$ cat config.mk
export PLATFORM = sky130hd
export DESIGN_NAME = pcg_pinchg_irq
export DESIGN_NICKNAME = d
export VERILOG_FILES = /design/src/rtl/pcg_pkg.sv /design/src/rtl/pcg_pin_sync.sv /design/src/rtl/pcg_regs.sv /design/src/rtl/pcg_flags.sv /design/src/rtl/pcg_req_fsm.sv /design/src/rtl/pcg_pinchg_irq.sv
export SDC_FILE = /design/constraint.sdc
export NUM_CORES = 1
export LEC_CHECK = 0
export BUFFER_PORTS_ARGS = -buffer_cell sky130_fd_sc_hd__buf_2
export CAP_MARGIN = 20
export CORE_MARGIN = 3
export CORE_UTILIZATION = 55
export DETAILED_ROUTE_END_ITERATION = 10
export GPL_TIMING_DRIVEN = 1
export HOLD_SLACK_MARGIN = 0.05
export PLACE_DENSITY = 0.77
export SETUP_SLACK_MARGIN = 0.1
export SYNTH_ARGS = -nofsm -noshare
export SYNTH_HDL_FRONTEND = slang
export SYNTH_SLANG_ARGS = --single-unit
export TNS_END_PERCENT = 20
$ cat constraint.sdc
create_clock -name clk -period 1.9 [get_ports clk]
set_input_delay 0.38 -clock clk [delete_from_list [all_inputs] [get_ports clk]]
set_output_delay 0.38 -clock clk [all_outputs]
set_load 0.01 [all_outputs]
$ cat src/rtl/pcg_pkg.sv
package pcg_pkg;

    localparam int DATA_W = 8;
    localparam int ADDR_W = 3;

    localparam logic [ADDR_W-1:0] A_CTRL  = 3'd0;
    localparam logic [ADDR_W-1:0] A_FLAG  = 3'd1;
    localparam int                A_MASK0 = 2;

    typedef enum logic {
        ST_IDLE,
        ST_ACTIVE
    } rq_state_t;

    // bits of group g's mask register that map onto a real pin
    function automatic logic [DATA_W-1:0] live_bits(input int n_pins, input int g);
        logic [DATA_W-1:0] v;
        v = '0;
        for (int i = 0; i < DATA_W; i++) begin
            if (g * DATA_W + i < n_pins) v[i] = 1'b1;
        end
        return v;
    endfunction

endpackage

$ cat src/rtl/pcg_pin_sync.sv
module pcg_pin_sync #(
    parameter int NUM_PINS = 27,
    parameter int STAGES   = 2
) (
    input  logic                clk,
    input  logic                rst_n,
    input  logic [NUM_PINS-1:0] pin_in,
    output logic [NUM_PINS-1:0] chg
);

    for (genvar p = 0; p < NUM_PINS; p++) begin : g_pin
        logic [STAGES:0] sh_q;

        always_ff @(posedge clk or negedge rst_n) begin
            if (!rst_n) sh_q <= '0;
            else        sh_q <= {sh_q[STAGES-1:0], pin_in[p]};
        end

        assign chg[p] = sh_q[STAGES] ^ sh_q[STAGES-1];
    end

endmodule

$ cat src/rtl/pcg_regs.sv
module pcg_regs
    import pcg_pkg::*;
#(
    parameter int NUM_PINS = 27,
    parameter int GROUPS   = 4
) (
    input  logic                       clk,
    input  logic                       rst_n,
    input  logic [ADDR_W-1:0]          bus_addr,
    input  logic                       bus_wr,
    input  logic [DATA_W-1:0]          bus_wdata,
    input  logic [GROUPS-1:0]          flags,
    output logic [GROUPS-1:0]          en_o,
    output logic [GROUPS*DATA_W-1:0]   mask_o,
    output logic [GROUPS-1:0]          w1c_o,
    output logic [DATA_W-1:0]          bus_rdata
);

    localparam logic [DATA_W-1:0] GRP_LIVE = DATA_W'((1 << GROUPS) - 1);

    logic [GROUPS-1:0] en_q;
    logic [DATA_W-1:0] mask_q [GROUPS];

    always_ff @(posedge clk or negedge rst_n) begin
        if (!rst_n)                              en_q <= '0;
        else if (bus_wr && bus_addr == A_CTRL)   en_q <= bus_wdata[GROUPS-1:0];
    end

    for (genvar g = 0; g < GROUPS; g++) begin : g_mask
        localparam logic [DATA_W-1:0]  LIVE = live_bits(NUM_PINS, g);
        localparam logic [ADDR_W-1:0]  ADR  = ADDR_W'(A_MASK0 + g);

        always_ff @(posedge clk or negedge rst_n) begin
            if (!rst_n)                        mask_q[g] <= '0;
            else if (bus_wr && bus_addr == ADR) mask_q[g] <= bus_wdata & LIVE;
        end

        assign mask_o[g*DATA_W +: DATA_W] = mask_q[g];


        mask_rsv_chk: assert property (@(posedge clk) disable iff (!rst_n)
            (bus_addr == ADR) |-> ((bus_rdata & ~LIVE) == '0));
    end

    assign en_o  = en_q;
    assign w1c_o = (bus_wr && bus_addr == A_FLAG) ? bus_wdata[GROUPS-1:0] : '0;

    always_comb begin
        bus_rdata = '0;
        unique case (1'b1)
            (bus_addr == A_CTRL): bus_rdata[GROUPS-1:0] = en_q;
            (bus_addr == A_FLAG): bus_rdata[GROUPS-1:0] = flags;
            default: begin
                for (int g = 0; g < GROUPS; g++) begin
                    if (bus_addr == ADDR_W'(A_MASK0 + g)) bus_rdata = mask_q[g];
                end
            end
        endcase
    end


    flag_rsv_chk: assert property (@(posedge clk) disable iff (!rst_n)
        (bus_addr == A_FLAG || bus_addr == A_CTRL) |-> ((bus_rdata & ~GRP_LIVE) == '0));

endmodule

$ cat src/rtl/pcg_flags.sv
module pcg_flags #(
    parameter int GROUPS = 4
) (
    input  logic              clk,
    input  logic              rst_n,
    input  logic [GROUPS-1:0] hit,
    input  logic [GROUPS-1:0] clr,
    output logic [GROUPS-1:0] flags
);

    logic [GROUPS-1:0] flag_q;

    always_ff @(posedge clk or negedge rst_n) begin
        if (!rst_n) flag_q <= '0;
        else        flag_q <= hit | (flag_q & ~clr);
    end

    assign flags = flag_q;

    for (genvar g = 0; g < GROUPS; g++) begin : g_chk

        flag_set_chk: assert property (@(posedge clk) disable iff (!rst_n)
            hit[g] |=> flags[g]);

        flag_clr_chk: assert property (@(posedge clk) disable iff (!rst_n)
            (clr[g] && !hit[g]) |=> !flags[g]);

        flag_hold_chk: assert property (@(posedge clk) disable iff (!rst_n)
            (!clr[g] && !hit[g]) |=> $stable(flags[g]));
    end

endmodule

$ cat src/rtl/pcg_req_fsm.sv
module pcg_req_fsm
    import pcg_pkg::*;
#(
    parameter int GROUPS = 4,
    parameter int VEC_W  = 2
) (
    input  logic              clk,
    input  logic              rst_n,
    input  logic [GROUPS-1:0] qual,
    output logic              irq_req,
    output logic [VEC_W-1:0]  irq_vec
);

    rq_state_t        state_q, state_d;
    logic [VEC_W-1:0] vec_q, win;
    logic             any_q;

    assign any_q = |qual;

    always_comb begin
        win = '0;
        for (int i = GROUPS - 1; i >= 0; i--) begin
            if (qual[i]) win = VEC_W'(i);
        end
    end

    always_comb begin
        state_d = state_q;
        unique case (state_q)
            ST_IDLE:   if (any_q)  state_d = ST_ACTIVE;
            ST_ACTIVE: if (!any_q) state_d = ST_IDLE;
        endcase
    end

    always_ff @(posedge clk or negedge rst_n) begin
        if (!rst_n) state_q <= ST_IDLE;
        else        state_q <= state_d;
    end

    always_ff @(posedge clk or negedge rst_n) begin
        if (!rst_n)     vec_q <= '0;
        else if (any_q) vec_q <= win;
    end

    assign irq_req = (state_q == ST_ACTIVE);
    assign irq_vec = vec_q;


    req_follow_chk: assert property (@(posedge clk) disable iff (!rst_n)
        any_q |=> irq_req);

    req_drop_chk: assert property (@(posedge clk) disable iff (!rst_n)
        !any_q |=> !irq_req);

    prio_low_chk: assert property (@(posedge clk) disable iff (!rst_n)
        qual[0] |=> (irq_vec == '0));

endmodule

$ cat src/rtl/pcg_pinchg_irq.sv
module pcg_pinchg_irq
    import pcg_pkg::*;
#(
    parameter int NUM_PINS    = 27,
    parameter int SYNC_STAGES = 2,
    parameter int GROUPS      = (NUM_PINS + DATA_W - 1) / DATA_W,
    parameter int VEC_W       = (GROUPS > 1) ? $clog2(GROUPS) : 1
) (
    input  logic                clk,
    input  logic                rst_n,
    input  logic [NUM_PINS-1:0] pin_in,
    input  logic                gie,
    input  logic                ack_valid,
    input  logic [VEC_W-1:0]    ack_vec,
    input  logic [ADDR_W-1:0]   bus_addr,
    input  logic                bus_wr,
    input  logic [DATA_W-1:0]   bus_wdata,
    output logic [DATA_W-1:0]   bus_rdata,
    output logic                irq_req,
    output logic [VEC_W-1:0]    irq_vec
);

    localparam int PAD = GROUPS * DATA_W;

    logic [NUM_PINS-1:0] chg;
    logic [PAD-1:0]      chg_pad, mask_pad;
    logic [GROUPS-1:0]   hit, clr, ack_hit, w1c, en, flags, qual;

    pcg_pin_sync #(.NUM_PINS(NUM_PINS), .STAGES(SYNC_STAGES)) u_sync (
        .clk(clk), .rst_n(rst_n), .pin_in(pin_in), .chg(chg)
    );

    pcg_regs #(.NUM_PINS(NUM_PINS), .GROUPS(GROUPS)) u_regs (
        .clk(clk), .rst_n(rst_n), .bus_addr(bus_addr), .bus_wr(bus_wr),
        .bus_wdata(bus_wdata), .flags(flags), .en_o(en), .mask_o(mask_pad),
        .w1c_o(w1c), .bus_rdata(bus_rdata)
    );

    for (genvar p = 0; p < PAD; p++) begin : g_pad
        if (p < NUM_PINS) begin : g_real
            assign chg_pad[p] = chg[p];
        end else begin : g_none
            assign chg_pad[p] = 1'b0;
        end
    end

    for (genvar g = 0; g < GROUPS; g++) begin : g_grp
        assign hit[g]     = |(chg_pad[g*DATA_W +: DATA_W] & mask_pad[g*DATA_W +: DATA_W]);
        assign ack_hit[g] = ack_valid && (ack_vec == VEC_W'(g));


        ack_clear_chk: assert property (@(posedge clk) disable iff (!rst_n)
            (ack_valid && ack_vec == VEC_W'(g) && !hit[g]) |=> !flags[g]);
    end

    assign clr  = w1c | ack_hit;
    assign qual = flags & en & {GROUPS{gie}};

    pcg_flags #(.GROUPS(GROUPS)) u_flags (
        .clk(clk), .rst_n(rst_n), .hit(hit), .clr(clr), .flags(flags)
    );

    pcg_req_fsm #(.GROUPS(GROUPS), .VEC_W(VEC_W)) u_req (
        .clk(clk), .rst_n(rst_n), .qual(qual), .irq_req(irq_req), .irq_vec(irq_vec)
    );


    gie_gate_chk: assert property (@(posedge clk) disable iff (!rst_n)
        !gie |=> !irq_req);

endmodule

==> results by group <==
Status
  • Status: finished with violations
  • Violated checks: negative setup slack

Place
  • Cell Area, Placed: 4670 um^2
  • Detail Placement HPWL: 5420 um
  • RePlAce Congestion: 0.847
  • Number of port buffers: 55

Power
  • Clock share of power: 46.0%
  • Sw Ratio: 25.2%
  • Reg power frac: 43.7%
  • Int Power: 5.11 mW
  • Maximum vdd drop: 0.903 mV
  • Static leakage: 2.57 nW
  • Comb power frac: 10.3%
  • Sw power: 1.72 mW
  • Pwr dens: 1220 nW/um^2

Route
  • Starting DRC count in detailed routing: 107
  • Final ANT Viol Nets: 0
  • Routed length per instance: 17.1 um
  • DRC violations left: 0
  • First-pass DRT Iterations: 4
  • Via density: 5.28
  • Vias: 2597
  • Routed WL: 8400 um

Clocking
  • CTS tree: built
  • Clock transition at the registers of the reported paths: 0.06 ns
  • Num CTS Buffers: 17
  • Clock Tree Root: clkbuf_8
  • CTS H-tree depth: 4
  • Number of clock sinks: 119
  • Worst skew pair latency: 0.52 ns
  • Clock Tree Buf Depth: 2

Yosys
  • Asr flop ratio synth: 100%
  • Syn Inst Count: 277
  • Syn nets: 322
  • Adder-cell share of the synthesized area: 0%
  • Yosys warning total: 0
  • Top-area cell type share of the netlist area: 70.2%
  • Seq/Total Area, Yosys: 70.2%
  • Most area-consuming cells after synthesis: dfrtp_1, mux2_2, xor2_1
  • Combinational family with the most area after synthesis: multiplexers
  • Syn Area/Cell: 15.3 um^2
  • Synth Area in Compound Gates: 8.05%
  • Yosys cell types: 31
  • Synth area leader: dfrtp_1
  • Seq cells post-synth: 119
  • Post-synthesis xor/xnor area fraction: 5.58%
  • Post-synthesis simple-gate area fraction: 5.72%
  • Top_reg_cell synth: dfrtp_1
  • Post-synthesis mux area share: 9.20%
  • Post-synth EDFFs: 0
  • Syn Std Cell Area: 4240 um^2

Setup path
  • CP Data Required Time: 1.52 ns
  • Crit-path max cell delay: 0.39 ns
  • CP max FO: 2
  • Worst Path Buf+Inv: 1
  • Critical-path cell list: mux2_4 > a22oi_2 > o22ai_1 > buf_2
  • Cell family with most CP delay: flip-flops
  • Startpoint type of the worst setup path: flop
  • Worst-case reg-to-reg path depth: 4
  • CP arrival: 1.60 ns
  • Slack of the worst reg-to-reg path: 0.42 ns
  • FF-to-FF Start: u_sync.g_pin[19].sh_q[1]
  • R2r endpoint: u_flags.flags[2]
  • Critical setup path kind: flop to primary output
  • Crit-path slowest cell: dfrtp_1
  • CP Capture Type: primary output
  • Crit path from: u_flags.flags[3]

Timing
  • Slew @ Worst Pin: 0.476 ns
  • Worst setup margin: -0.0810 ns
  • Fmax: 505 MHz
  • Final min period: 1.98 ns
  • Unrepaired setup endpoints after global routing: yes
  • # setup viols final: 2
  • Clock skew: 0.00681 ns
  • Fin. Hold Viols: 0
  • Count of pins over their slew limit: 0
  • Crit share post-route: 104%
  • Relative slew margins: 68.3%

Layout
  • Layout cells sized above 1: 33.3%
  • Final net count: 425
  • Most frequent cells in the layout: dfrtp_1, buf_2, dlygate4sd3_1
  • Cell area after layout: 5580 um^2
  • Final core utilization: 75.8%
  • Ant diodes: 0
  • Area growth from synthesis to layout: 31.6%
  • Commonest non-fill, non-tap cell in the layout: dfrtp_1
  • Fillcell total: 466

Global route
  • Largest net degree at the start of global routing: 61
  • First-pass GRT wire length: 14200 um
  • Total Routing Usage GR: 21.9%
  • Antenna violations before repair: 0
  • Gr ovfl total: 0
  • Vias in the first global route: 2870

Floorplanning
  • Width of the die: 93.8 um
  • # rows: 31
  • Initial cell density of the core: 57.6%
  • Die area: 8800 um^2
  • I/O pin total: 56
  • Die Span Y: 93.8 um
  • Core area: 7370 um^2

Hold path
  • Hold Path End: u_req.irq_vec[1]
  • Worst Hold Class: input pin to flop
  • Hold Crit Start: gie
  • Hold path depth: 2

Flow run
  • MaxCap Viol Count: 0
registers in the layout, indices dropped and copies added (netlist names):
name               count
u_sync.g_pin.sh_q     81
u_regs.mask_o         27
u_regs.en_o            4
u_flags.flags          4
u_req.irq_req          1
u_req.irq_vec          2
what timing repair did:
action / 4_1_cts / 5_1_grt
hold buffers: 28 / 0
cloned: 0 / 0
resized for setup: 5 / 1
hold endpoints to repair: 49 / 0
setup buffers: 1 / 1
setup endpoints to repair: 4 / 8
pin swaps: 4 / 1
cells in the mapped netlist, types with 3 or more instances:
master	count
o21ai_0	7
nand2_1	16
a221oi_1	3
a21o_1	3
o22ai_1	4
xor2_1	27
a22oi_1	12
mux2i_1	3
buf_2	6
a21oi_1	13
mux2_2	24
nand2b_1	4
a22o_1	6
nand4b_1	4
dfrtp_1	119
mux2_1	8
layer usage:
metal,vias to the layer above,part of all wire [%],global-route usage [%]
met4,0,2.0,9.03
met5,-,0,0
met1,1320,43,27.0
li1,1201,-,-
met3,13,4.3,6.97
met2,63,51,35.7
cell families after synthesis:
family,count (synthesis)
flops,119
xor+xnor,27
compound gates,51
simple gates,36
buf+inv,9
mux,35
cell type report:
cell class / count / area [um^2] / area share (%)
multi-input cells: 149 / 1230 / 22.1
repair buffers: 92 / 651 / 11.7
inverters: 1 / 3.75 / 0.0672
clock buffers: 18 / 428 / 7.66
flip-flops and latches: 119 / 2980 / 53.3
well taps: 99 / 124 / 2.22
clock inverters: 14 / 164 / 2.94
power groups by stage:
stage,registers (mW),logic (mW),clock network [mW]
6_report,2.99,0.701,3.14
5_1_grt,3.02,0.777,3.33
4_1_cts,2.99,0.696,3.19
3_5_place_dp,3.03,0.623,0
3_3_place_gp,3.02,0.606,0
2_1_floorplan,2.97,0.381,0
worst max path at each step:
stage,endpoint,cells past startpoint
after floorplan,bus_rdata[0],5
after global placement,bus_rdata[1],7
after detailed placement,bus_rdata[0],7
after CTS,bus_rdata[3],4
after global routing,bus_rdata[3],4
final,bus_rdata[3],4
worst reg2reg max path, cell delays in order, from the launching register on:
cell,delay (ns)
dfrtp_1,0.39
xor2_1,0.16
a22o_1,0.23
a221oi_1,0.40
nand4b_1,0.16
metrics by stage:
step	power, mW	cells	setup WS [ns]	hold slack, ns	setup TNS (ns)
4_1_cts	6.88	491	-0.0974	0.0835	-0.127
6_report	6.83	492	-0.0810	0.105	-0.100
2_1_floorplan	3.35	277	0.358	0.0844	0
3_3_place_gp	3.63	430	0.0762	0.295	0
5_1_grt	7.12	492	-0.115	0.0964	-0.229
3_5_place_dp	3.65	430	0.0479	0.304	0
No activity file was read; power rests on OpenSTA's default activity.
